<file path="src/rtl/pio_seq_pkg.sv">
package pio_seq_pkg;

  typedef enum logic [1:0] {
    PH_IDLE   = 2'd0,
    PH_SETUP  = 2'd1,
    PH_STROBE = 2'd2
  } pio_phase_e;

endpackage

</file>
<file path="src/rtl/pio_addr_sel.sv">
module pio_addr_sel #(
  parameter int ADDR_W   = 8,
  parameter int DIRECT_W = 5
) (
  input  logic                indirect,
  input  logic [DIRECT_W-1:0] imm,
  input  logic [ADDR_W-1:0]   regval,
  output logic [ADDR_W-1:0]   addr
);

  localparam int PAD_W = ADDR_W - DIRECT_W;

  logic [ADDR_W-1:0] direct_addr;

  generate
    if (PAD_W > 0) begin : g_pad
      assign direct_addr = {{PAD_W{1'b0}}, imm};
    end else begin : g_nopad
      assign direct_addr = imm[ADDR_W-1:0];
    end
  endgenerate

  assign addr = indirect ? regval : direct_addr;

endmodule

</file>
<file path="src/rtl/pio_phase_ctl.sv">
module pio_phase_ctl
  import pio_seq_pkg::*;
(
  input  logic clk,
  input  logic rst_n,
  input  logic req_valid,
  output logic req_ready,
  output logic accept,
  output logic busy,
  output logic in_strobe
);

  pio_phase_e phase_q, phase_d;

  assign req_ready = (phase_q != PH_SETUP);
  assign accept    = req_valid && req_ready;
  assign busy      = (phase_q != PH_IDLE);
  assign in_strobe = (phase_q == PH_STROBE);

  always_comb begin
    phase_d = phase_q;
    case (phase_q)
      PH_IDLE:   phase_d = accept ? PH_SETUP : PH_IDLE;
      PH_SETUP:  phase_d = PH_STROBE;
      PH_STROBE: phase_d = accept ? PH_SETUP : PH_IDLE;
      default:   phase_d = PH_IDLE;
    endcase
  end

  always_ff @(posedge clk or negedge rst_n) begin
    if (!rst_n) phase_q <= PH_IDLE;
    else        phase_q <= phase_d;
  end

endmodule

</file>
<file path="src/rtl/pio_op_regs.sv">
module pio_op_regs #(
  parameter int ADDR_W = 8,
  parameter int DATA_W = 8
) (
  input  logic              clk,
  input  logic              rst_n,
  input  logic              accept,
  input  logic              write_in,
  input  logic [ADDR_W-1:0] addr_in,
  input  logic [DATA_W-1:0] wdata_in,
  output logic              write_q,
  output logic [ADDR_W-1:0] addr_q,
  output logic [DATA_W-1:0] wdata_q
);

  always_ff @(posedge clk or negedge rst_n) begin
    if (!rst_n) begin
      write_q <= 1'b0;
      addr_q  <= '0;
      wdata_q <= '0;
    end else if (accept) begin
      write_q <= write_in;
      addr_q  <= addr_in;
      wdata_q <= wdata_in;
    end
  end

endmodule

</file>
<file path="src/rtl/pio_rd_capture.sv">
module pio_rd_capture #(
  parameter int DATA_W = 8
) (
  input  logic              clk,
  input  logic              rst_n,
  input  logic              rd_strobe,
  input  logic [DATA_W-1:0] din,
  output logic              rd_valid,
  output logic [DATA_W-1:0] rd_data
);

  always_ff @(posedge clk or negedge rst_n) begin
    if (!rst_n) begin
      rd_valid <= 1'b0;
      rd_data  <= '0;
    end else begin
      rd_valid <= rd_strobe;
      if (rd_strobe) rd_data <= din;
    end
  end

endmodule

</file>
<file path="src/rtl/pio_seq.sv">
module pio_seq #(
  parameter int ADDR_W   = 8,
  parameter int DATA_W   = 8,
  parameter int DIRECT_W = 5
) (
  input  logic                clk,
  input  logic                rst_n,
  input  logic                req_valid,
  output logic                req_ready,
  input  logic                req_write,
  input  logic                req_indirect,
  input  logic [DIRECT_W-1:0] req_imm,
  input  logic [ADDR_W-1:0]   req_reg,
  input  logic [DATA_W-1:0]   req_wdata,
  output logic [ADDR_W-1:0]   io_addr,
  output logic [DATA_W-1:0]   io_dout,
  output logic                io_rd,
  output logic                io_wr,
  input  logic [DATA_W-1:0]   io_din,
  output logic                rd_valid,
  output logic [DATA_W-1:0]   rd_data
);

  logic              accept;
  logic              busy;
  logic              in_strobe;
  logic [ADDR_W-1:0] sel_addr;
  logic              write_q;
  logic [ADDR_W-1:0] addr_q;
  logic [DATA_W-1:0] wdata_q;

  pio_phase_ctl u_phase (
    .clk       (clk),
    .rst_n     (rst_n),
    .req_valid (req_valid),
    .req_ready (req_ready),
    .accept    (accept),
    .busy      (busy),
    .in_strobe (in_strobe)
  );

  pio_addr_sel #(.ADDR_W(ADDR_W), .DIRECT_W(DIRECT_W)) u_addr (
    .indirect (req_indirect),
    .imm      (req_imm),
    .regval   (req_reg),
    .addr     (sel_addr)
  );

  pio_op_regs #(.ADDR_W(ADDR_W), .DATA_W(DATA_W)) u_regs (
    .clk      (clk),
    .rst_n    (rst_n),
    .accept   (accept),
    .write_in (req_write),
    .addr_in  (sel_addr),
    .wdata_in (req_wdata),
    .write_q  (write_q),
    .addr_q   (addr_q),
    .wdata_q  (wdata_q)
  );

  assign io_addr = busy ? addr_q : '0;
  assign io_rd   = in_strobe && !write_q;
  assign io_wr   = in_strobe && write_q;
  assign io_dout = io_wr ? wdata_q : '0;

  pio_rd_capture #(.DATA_W(DATA_W)) u_cap (
    .clk       (clk),
    .rst_n     (rst_n),
    .rd_strobe (io_rd),
    .din       (io_din),
    .rd_valid  (rd_valid),
    .rd_data   (rd_data)
  );

endmodule

</file>
<file path="config.mk">
export PLATFORM = sky130hd
export DESIGN_NAME = pio_seq
export DESIGN_NICKNAME = d
export VERILOG_FILES = /design/src/rtl/pio_seq_pkg.sv /design/src/rtl/pio_addr_sel.sv /design/src/rtl/pio_phase_ctl.sv /design/src/rtl/pio_op_regs.sv /design/src/rtl/pio_rd_capture.sv /design/src/rtl/pio_seq.sv
export SDC_FILE = /design/constraint.sdc
export NUM_CORES = 1
export LEC_CHECK = 0
export ABC_CLOCK_PERIOD_IN_PS = 2600
export BUFFER_PORTS_ARGS = -buffer_cell sky130_fd_sc_hd__clkbuf_2
export CAP_MARGIN = 20
export CORE_ASPECT_RATIO = 1.75
export CORE_UTILIZATION = 48
export CTS_CLUSTER_SIZE = 28
export DETAILED_ROUTE_END_ITERATION = 7
export GPL_ROUTABILITY_DRIVEN = 0
export HOLD_SLACK_MARGIN = 0.08
export MAX_ROUTING_LAYER = met4
export PLACE_DENSITY = 0.83
export SETUP_SLACK_MARGIN = 0.02
export SLEW_MARGIN = 25
export SYNTH_ARGS = -nofsm -noshare
export SYNTH_HDL_FRONTEND = slang
export SYNTH_SLANG_ARGS = --single-unit
export TNS_END_PERCENT = 30
</file>
<file path="constraint.sdc">
create_clock -name clk -period 2.6 [get_ports clk]
set_input_delay 0.13 -clock clk [delete_from_list [all_inputs] [get_ports clk]]
set_output_delay 0.13 -clock clk [all_outputs]
set_load 0.01 [all_outputs]
</file>
After elaboration in Yosys (flattened, before gate mapping)
Index checks and enable logic that the tools add are counted.
- bits in registers: 28
- output and inout port bits: 28
- eq/ne operators: 3
- multiplexer cells: 5
- reductions and logical operators: 7
- operator list (operator ; count):
    $mux W8 ; 3
    $pmux W2 S2 ; 1
    $logic_and A1 B1 Y1 ; 3
    $eq A2 B1 Y1 const B ; 1
    $eq A2 B2 Y1 const B ; 1
    $logic_not A2 Y1 ; 1
    $ne A2 B1 Y1 const B ; 1
    $reduce_bool A2 Y1 ; 1
    $reduce_or A2 Y1 ; 1
    $logic_not A1 Y1 ; 1
    $mux W1 ; 1

Logic depth before layout (Yosys ltp)
Gate-level depths: netlist of the first run.
- word-level depth: 4
- gate-level depth with buffers: 4
- mapped depth without buffers: 4

Hierarchy
A second synthesis of the first run with hierarchy kept.
- cells, all modules: 89
- area, all modules: 1362.6 um2
- by module, submodules not included (module ; times used ; cells an instance ; area each (um2) ; sequential area each (um2)):
    pio_op_regs ; 1 ; 36 ; 685.7 ; 425.4
    pio_rd_capture ; 1 ; 18 ; 356.6 ; 225.2
    pio_seq ; 1 ; 18 ; 113.9 ; 0.0
    pio_addr_sel ; 1 ; 9 ; 108.9 ; 0.0
    pio_phase_ctl ; 1 ; 8 ; 97.6 ; 50.0

Worst setup path before layout of the first run
No wires, ideal clock.
- kind: flip-flop to flip-flop
- start: register u_phase.phase_q[0]
- end: register u_cap.rd_data[0]
- setup time: 0.125 ns
- data arrival time: 1.109 ns
- data required time: 2.475 ns
- path slack: 1.366 ns
- stages on the path, launching flop included: 4
- period minus slack after synthesis: 1.234 ns
- cell sequence: dfrtp_1 nor3b_2 buf_6 mux2_2
- longest elaborated chain between the ends: 2
- RTL lines (element ; RTL line ; RTL):
    start, declared ; pio_phase_ctl.sv:13 ; pio_phase_e phase_q, phase_d;
    start signal, assigned ; pio_phase_ctl.sv:32 ; else phase_q <= phase_d;
    $eq A2 B2 Y1 ; pio_phase_ctl.sv:18 ; assign in_strobe = (phase_q == PH_STROBE);
    $logic_and A1 B1 Y1 ; pio_seq.sv:62 ; assign io_rd = in_strobe && !write_q;
    named net io_rd ; pio_seq.sv:17 ; output logic io_rd,
    end signal, assigned ; pio_rd_capture.sv:18 ; if (rd_strobe) rd_data <= din;
    end, declared ; pio_rd_capture.sv:9 ; output logic [DATA_W-1:0] rd_data
The timed path passes the listed nets, and every way through them passes these cells.
A chain may end at the register's enable or synchronous reset.

Final worst setup path of the first run
- start: register u_phase.phase_q[0]
- end: output io_rd
- longest elaborated chain between the ends: 2
- RTL lines (element ; RTL line):
    $eq A2 B2 Y1 ; pio_phase_ctl.sv:18
    $logic_and A1 B1 Y1 ; pio_seq.sv:62
    end, declared ; pio_seq.sv:17
No other way between the ends.

==> results of run 1 <==
cells in the mapped netlist:
master,count
sky130_fd_sc_hd__clkbuf_2,1
sky130_fd_sc_hd__nand2b_4,1
sky130_fd_sc_hd__nor2_1,2
sky130_fd_sc_hd__mux2_4,2
sky130_fd_sc_hd__nand2_4,1
sky130_fd_sc_hd__nor2b_1,8
sky130_fd_sc_hd__buf_2,1
sky130_fd_sc_hd__nand2_1,3
sky130_fd_sc_hd__inv_1,2
sky130_fd_sc_hd__o21ai_0,16
sky130_fd_sc_hd__and3b_1,1
sky130_fd_sc_hd__mux2i_1,5
sky130_fd_sc_hd__dfrtp_1,28
sky130_fd_sc_hd__buf_6,2
sky130_fd_sc_hd__and2_1,8
sky130_fd_sc_hd__nor3b_2,1
sky130_fd_sc_hd__mux2_2,15
routing by layer:
metal | vias to the layer above | global-route usage | share of wire
met3 | 7 | 0.0193 | 0.043
met1 | 458 | 0.223 | 0.37
li1 | 461 | - | -
met4 | 0 | 0.119 | 0.026
met2 | 40 | 0.339 | 0.57
met5 | - | - | 0
layout by cell type, fill, tap and decap left out, types with 2 or more instances in the layout:
master and n:
sky130_fd_sc_hd__clkbuf_2 61, sky130_fd_sc_hd__dfrtp_1 28, sky130_fd_sc_hd__o21ai_0 16, sky130_fd_sc_hd__mux2_2 15
sky130_fd_sc_hd__and2_1 8, sky130_fd_sc_hd__nor2b_1 8, sky130_fd_sc_hd__mux2i_1 5, sky130_fd_sc_hd__dlygate4sd3_1 5
sky130_fd_sc_hd__clkbuf_8 4, sky130_fd_sc_hd__nand2_1 3, sky130_fd_sc_hd__inv_1 2, sky130_fd_sc_hd__nor2_1 2
sky130_fd_sc_hd__mux2_4 2
flip-flops by register name (all words and copies together), names as in the netlist:
| signal | count |
|---|---|
| u_regs.addr_q | 8 |
| u_phase.phase_q | 2 |
| u_regs.write_q | 1 |
| u_regs.wdata_q | 8 |
| u_cap.rd_valid | 1 |
| u_cap.rd_data | 8 |
metrics by stage:
step	power [W]	utilization	setup WS, ps	hold slack, ps
detailed placement	0.000845	0.626	1010	199
finish	0.00110	0.668	884	85.5
floorplan	0.000719	-	1370	-166
global placement	0.000826	0.626	1060	180
global route	0.00117	0.668	776	81.8
CTS	0.00111	0.656	861	80.3
final cells by class:
class                           count  area [um^2]  area share
Multi-Input combinational cell     63          494       0.300
Timing Repair Buffer               66          355       0.216
Clock buffer                        4         55.1      0.0335
Inverter                            2         7.51     0.00456
Sequential cell                    28          701       0.426
Tap cell                           26         32.5      0.0198
power groups by stage:
stage | logic, W | clock network, W | registers [W]
2_1_floorplan | 0.000133 | 0 | 0.000585
3_3_place_gp | 0.000260 | 0 | 0.000566
3_5_place_dp | 0.000271 | 0 | 0.000574
4_1_cts | 0.000275 | 0.000269 | 0.000565
5_1_grt | 0.000300 | 0.000290 | 0.000575
6_report | 0.000274 | 0.000259 | 0.000564
worst min path at each step:
stage | slack (ps) | endpoint | start | cells after the start
after global routing | 80 | u_regs.wdata_q[0] | req_wdata[0] | 2
after detailed placement | 200 | u_regs.wdata_q[4] | rst_n | 1
final | 90 | u_regs.wdata_q[0] | req_wdata[0] | 2
after floorplan | -170 | u_cap.rd_data[0] | rst_n | 0
after global placement | 180 | u_regs.wdata_q[4] | rst_n | 1
after CTS | 80 | u_regs.wdata_q[0] | req_wdata[0] | 2
timing repair:
action | in CTS | in global routing
gates resized for setup | 0 | 0
hold buffers | 2 | 3
endpoints found under the hold margin | 29 | 3
cell families after synthesis:
family / share of synthesized area
AOI/OAI and AO/OA: 0.0648
muxes: 0.202
buffers and inverters: 0.0324
and+or+nand+nor: 0.134
DFF: 0.567
==> impl.org, run 1 <==
** Outcome
- The run finished with clean final reports.

** STA
- RSZ-0062 raised after global routing :: false
- Endpoints failing setup :: 0
- Final total negative setup slack :: 0 ps
- The final hold violation count is 0.
- Of the available clock period, the critical path in the final layout requires 0.660.
- Fmax :: 583 MHz
- Worst-case clock skew :: around 1.7 ps
- Pins over their slew limit :: 0
- Max-slew headroom :: 0.549
- For the pin with the worst max-slew slack, the measured transition is 673 ps.
- Counting I/O delays and the setup requirement, the final critical path takes 1720 ps.

** Floorplanning
- # rows :: 24
- The initial utilization of the core area, before any placement, comes to 0.502.
- The die covers 2790 um^2.
- In this run the standard cell core region covers 2460 um^2.
- The die is about 40 um wide.
- 62 I/O pins were placed.
- Die height :: 69.1 um

** Setup path
- Worst-case register-to-register setup slack :: about 1000 ps
- Endpoint of the most critical register-to-register path :: u_cap.rd_data[1]
- On the worst path, the slowest cell contributes a delay of 610 ps.
- Slowest stage cell, crit path :: sky130_fd_sc_hd__nor3b_2
- Walking the worst path, the cells encountered are nor3b_2 -> clkbuf_2.
- Critical Path Source Type :: flip-flop
- Buf/Inv on CP :: 1
- Data arrival, critical path :: 1590 ps
- End point of the critical path :: io_rd
- The critical path crosses 2 cells after its start point.
- Classification of the worst setup path :: reg -> out
- Crit Path Max Fanout :: 10
- Reg2Reg Depth :: 2
- Worst setup path startpoint :: u_phase.phase_q[0]
- Grouping stages by cell kind, the critical path spends the most delay in simple AND/OR/NAND/NOR gates.
- Crit end category :: output pin
- Worst R2R Start :: u_phase.phase_q[0]
- For the worst setup path, the data required time is 2470 ps.

** Placement
- Once detailed placement completed, the half-perimeter wirelength came to between 1500 and 2000 um.
- Number of cells after detailed placement :: 180
- Area after detailed placement :: 1540 um^2
- Total of buffers placed on input and output ports :: 61

** Power
- Clock Power Share :: 0.236
- Summed over all nets, the switching power comes to just under 0.0003 W.
- The share of total power dissipated in combinational logic is 0.250.
- Power spread over the standard cell area amounts to 666 nW/um^2.
- Of the total power, registers draw 0.514.
- Max IR drop VDD :: 0.426 mV
- Of the total power, the share spent switching nets is 0.271.
- Summed over all cells, the static leakage comes to roughly 0.86 nW.
- Internal power comes to 0.000800 W.

** Final layout
- The finished layout holds 189 standard cells, fillers aside.
- After the last flow step, the layout net total stands at between 150 and 200.
- The filler cells instantiated in the layout total 202.
- Growth of design area from synthesis to finish :: 33.2%
- With fillers left out, the area of the finished cells amounts to 1650 um^2.
- Share of post-route cells with drive strength above 1 :: 0.521
- Antenna cell count :: 0

** CTS
- Inserted Clock Buffers :: 3
- Once the clock tree was built, the setup fixing pass inserted 0 buffers.
- Counting along the longest clock path gives a buffer depth of 2.
- TritonCTS built the clock tree.
- The clock drives 28 sinks.
- Worst skew pair latency :: around 270 ps
- Clock transition time at the flip-flop clock pins of the worst setup and hold paths :: 90 ps
- The root buffer cell chosen for the clock tree is sky130_fd_sc_hd__clkbuf_8.
- H-Tree Depth :: 1

** Route
- Via Count :: 966
- DR DRC count :: 0
- Initial drt markers :: 7
- Per-cell routed wire length :: 13.2 um
- Antenna Violating Nets Remaining :: 0
- Routed WL :: 2490 um
- Drt first pass iters :: 4
- Avg Vias per Cell :: 5.11

** Hold path
- Min-Delay Path Class :: in -> reg

** Flow run
- The tool flagged a number of max-cap violations equal to 0.

** Yosys
- Share of the yosys chip area belonging to registers :: 0.567
- The share of synthesized area in the top cell type comes to 0.567.
- After synthesis the netlist holds a flip-flop and latch count of 28.
- sky130_fd_sc_hd__dfrtp_1 takes more of the synthesized area than any other cell.
- Synthesized area divided by synthesized cell count :: 12.7 um^2
- In this run, distinct cell masters in the synthesized netlist total 17.
- Post-Synthesis Cells :: 97
- Netlist Area Pre-Place :: 1230 um^2
- Net count after synthesis :: 131
- Main area contributors after synthesis :: sky130_fd_sc_hd__dfrtp_1 57%, sky130_fd_sc_hd__mux2_2 14%, sky130_fd_sc_hd__o21ai_0 6.5%
- Warning count from the yosys run :: 0

** GRT
- Via count of the first global-routing pass :: 947
- Across every metal layer, demand over resource in global routing totals 0.207.
- The first global-routing pass estimated just under 4000 um of wire.
- The initial antenna violation count came to 0.
- Pin count of the biggest net entering global routing :: 29
- For this run the aggregate overflow at the end of global routing stands at 0.
Power figures use the tool's default switching activity.
==> run 2, diff against run 1 <==
--- a/config.mk
+++ b/config.mk
@@ -5,17 +5,17 @@
 export SDC_FILE = /design/constraint.sdc
 export NUM_CORES = 1
 export LEC_CHECK = 0
-export ABC_CLOCK_PERIOD_IN_PS = 2600
+export ABC_CLOCK_PERIOD_IN_PS = 1500
 export BUFFER_PORTS_ARGS = -buffer_cell sky130_fd_sc_hd__clkbuf_2
 export CAP_MARGIN = 20
 export CORE_ASPECT_RATIO = 1.75
-export CORE_UTILIZATION = 48
+export CORE_UTILIZATION = 40
 export CTS_CLUSTER_SIZE = 28
 export DETAILED_ROUTE_END_ITERATION = 7
 export GPL_ROUTABILITY_DRIVEN = 0
 export HOLD_SLACK_MARGIN = 0.08
 export MAX_ROUTING_LAYER = met4
-export PLACE_DENSITY = 0.83
+export PLACE_DENSITY = 0.74
 export SETUP_SLACK_MARGIN = 0.02
 export SLEW_MARGIN = 25
 export SYNTH_ARGS = -nofsm -noshare
==> constraint.sdc (replaced) <==
create_clock -name clk -period 1.5 [get_ports clk]
set_input_delay 0.075 -clock clk [delete_from_list [all_inputs] [get_ports clk]]
set_output_delay 0.075 -clock clk [all_outputs]
set_load 0.01 [all_outputs]
==> impl.org, run 2 (synthesized netlist as in run 1, its figures left out) <==
** Route
- The count of nets left with antenna violations once routing finished came out at 0.
- The detailed router placed approximately 1,100 vias in this run.
- Before antenna repair, the detailed router went through 6 iterations.
- Routed WL :: 3030 um
- In the final routed layout, each cell accounts on average for 14.5 um.
- DR DRC count :: 4
- Initial drt markers :: 20
- Avg Vias per Cell :: slightly above 5

** Floorplanning
- Measured along the x axis, the die boundary spans 44 um.
- Number of primary I/O pins :: 62
- The floorplan step defined a core boundary enclosing 2930 um^2.
- The floorplan has 26 rows.
- Die height :: 75.5 um
- For this configuration, the core starts out at a cell density of 0.422.
- Die area :: 3320 um^2

** Setup path
- Reg2Reg Depth :: 3
- Critical Path Source Type :: flip-flop
- Required time worst endpoint :: between 1000 and 1500 ps
- By startpoint and endpoint, the worst setup path is classified as reg -> out.
- Along the worst path, the maximum fanout reaches 6.
- For the worst setup path, the data arrival time is 1330 ps.
- STA classifies the critical path endpoint as an output pin.

** STA
- Final total negative setup slack :: 0 ps
- RSZ-0062 raised after global routing :: false
- The number of pins with negative max-slew slack in the final report is 0.
- Max-slew headroom :: 0.550
- For the pin with the worst max-slew slack, the measured transition is 675 ps.
- Final hold violation count :: 0
- Fin crit share :: 0.935
- The clock arrives with 5.01 ps of skew.
- Setup violations remaining at the end of the flow were counted as 0.
- Minimum clock period after layout :: 1400 ps
- For this run, the top clock speed supported by timing is ~710 MHz.

** Final layout
- Flip-flop and latch area :: between 700 and 800 um^2
- Summing all multi-input logic gate instances after layout gives 507 um^2.
- Antenna cell count :: 0
- Net count reported at finish :: 216
- The largest registers in the layout are u_cap.rd_data x8, u_regs.addr_q x8, u_regs.wdata_q x8.
- Growth of design area from synthesis to finish :: 48.1%
- The filler cells instantiated in the layout total 241.
- Of the cells placed in the final design, the portion with a size suffix greater than 1 is 0.492.
- Leading cell types in the layout, fill and taps excluded :: 61 x sky130_fd_sc_hd__clkbuf_2, 27 x sky130_fd_sc_hd__dfrtp_1, 21 x sky130_fd_sc_hd__dlygate4sd3_1
- The library cell used most frequently in the layout, excluding fill and tap cells, is sky130_fd_sc_hd__clkbuf_2.

** GRT
- The initial antenna violation count was 0.
- Entering global routing, the biggest net connects 29 pins.
- Global-route wire length before repair :: between 4000 and 5000 um
- Gr ovfl total :: 0
- Total Routing Usage GR :: 0.190
- Via count of the first global-routing pass :: 993

** CTS
- Clock tree synthesis found a total of 28 sinks.
- Clock transition time at the flip-flop clock pins of the worst setup and hold paths :: 90 ps
- In this run the clock root is driven by a sky130_fd_sc_hd__clkbuf_8.
- Buffers from clock root to sink, at most :: 2
- H-Tree Depth :: 1
- The number of clock buffers added by TritonCTS is 3.
- TritonCTS built the clock tree.
- Worst skew pair latency :: around 270 ps

** Placement
- Port buffering added 61 buffers.
- Detailed placement ended at an HPWL of 2010 um.

** Power
- Dividing total power by cell area gives a power density of 1070 nW/um^2.
- For this design the static power due to leakage is 0.937 nW.
- Total Power Consumption :: 0.00196 W
- Across the VDD grid, the largest voltage drop is slightly above 0.7 mV.

** Hold path
- Min-Delay Path Class :: in -> reg
- The worst hold path passes through 3 cells.

** Outcome
- The checks that failed: design-rule violations.
- Run status :: finished with violations

** Flow run
- Max-cap violations in this run came to 0.
## run 2: final cells by class
| type | instances | area share |
|---|---|---|
| Sequential cell | 28 | 0.384 |
| Timing Repair Buffer | 83 | 0.286 |
| Multi-Input combinational cell | 64 | 0.277 |
| Clock buffer | 4 | 0.0301 |
| Tap cell | 28 | 0.0192 |
| Inverter | 2 | 0.00410 |
## run 2: where the power goes
part / internal [W] / switching, W
combinational: 0.000282 / 0.000241
sequential: 0.000902 / 0.0000816
clock: 0.000235 / 0.000219
total: 0.00142 / 0.000542
## run 2: worst max-delay path, stage by stage (launching register included)
cell and delay [ps]:
sky130_fd_sc_hd__dfrtp_2 470, sky130_fd_sc_hd__and3b_2 310, sky130_fd_sc_hd__and2_1 150, sky130_fd_sc_hd__clkbuf_2 140
## run 2: per-stage QoR
step,setup WS (ps),cells,cell area [um^2],hold slack (ps),util
2_1_floorplan,266,97,1230,-221,-
3_3_place_gp,238,183,1550,130,0.529
3_5_place_dp,196,183,1550,147,0.529
4_1_cts,44.4,208,1820,85.1,0.621
5_1_grt,39.7,209,1830,106,0.625
6_report,97.4,209,1830,87.6,0.625
## run 2: layer usage
| metal | vias up | routed length [um] | GRT usage |
|---|---|---|---|
| met5 | - | 0 | - |
| met4 | 0 | 84 | 0.0943 |
| met3 | 8 | 146 | 0.0261 |
| met2 | 44 | 1670 | 0.335 |
| met1 | 503 | 1130 | 0.205 |
| li1 | 500 | - | - |
## run 2: final timing paths
kind                                     from                  to  slack [ps]
max                        u_phase.phase_q[0]          io_dout[6]         100
min                                req_imm[2]    u_regs.addr_q[2]          90
min reg2reg                  u_regs.addr_q[1]    u_regs.addr_q[1]         500
max reg2reg                u_phase.phase_q[0]    u_cap.rd_data[6]         180
max in group asynchronous               rst_n  u_phase.phase_q[0]         650
min in group asynchronous               rst_n   u_regs.wdata_q[1]         370
## run 2: what timing repair did
action                     4_1_cts  5_1_grt
hold buffers                    21        0
setup endpoints to repair       16        6
hold endpoints to repair        48        0
cloned                           0        1
buffers inserted                 0        0
gates resized for setup          2        1
pin swaps                        0        0
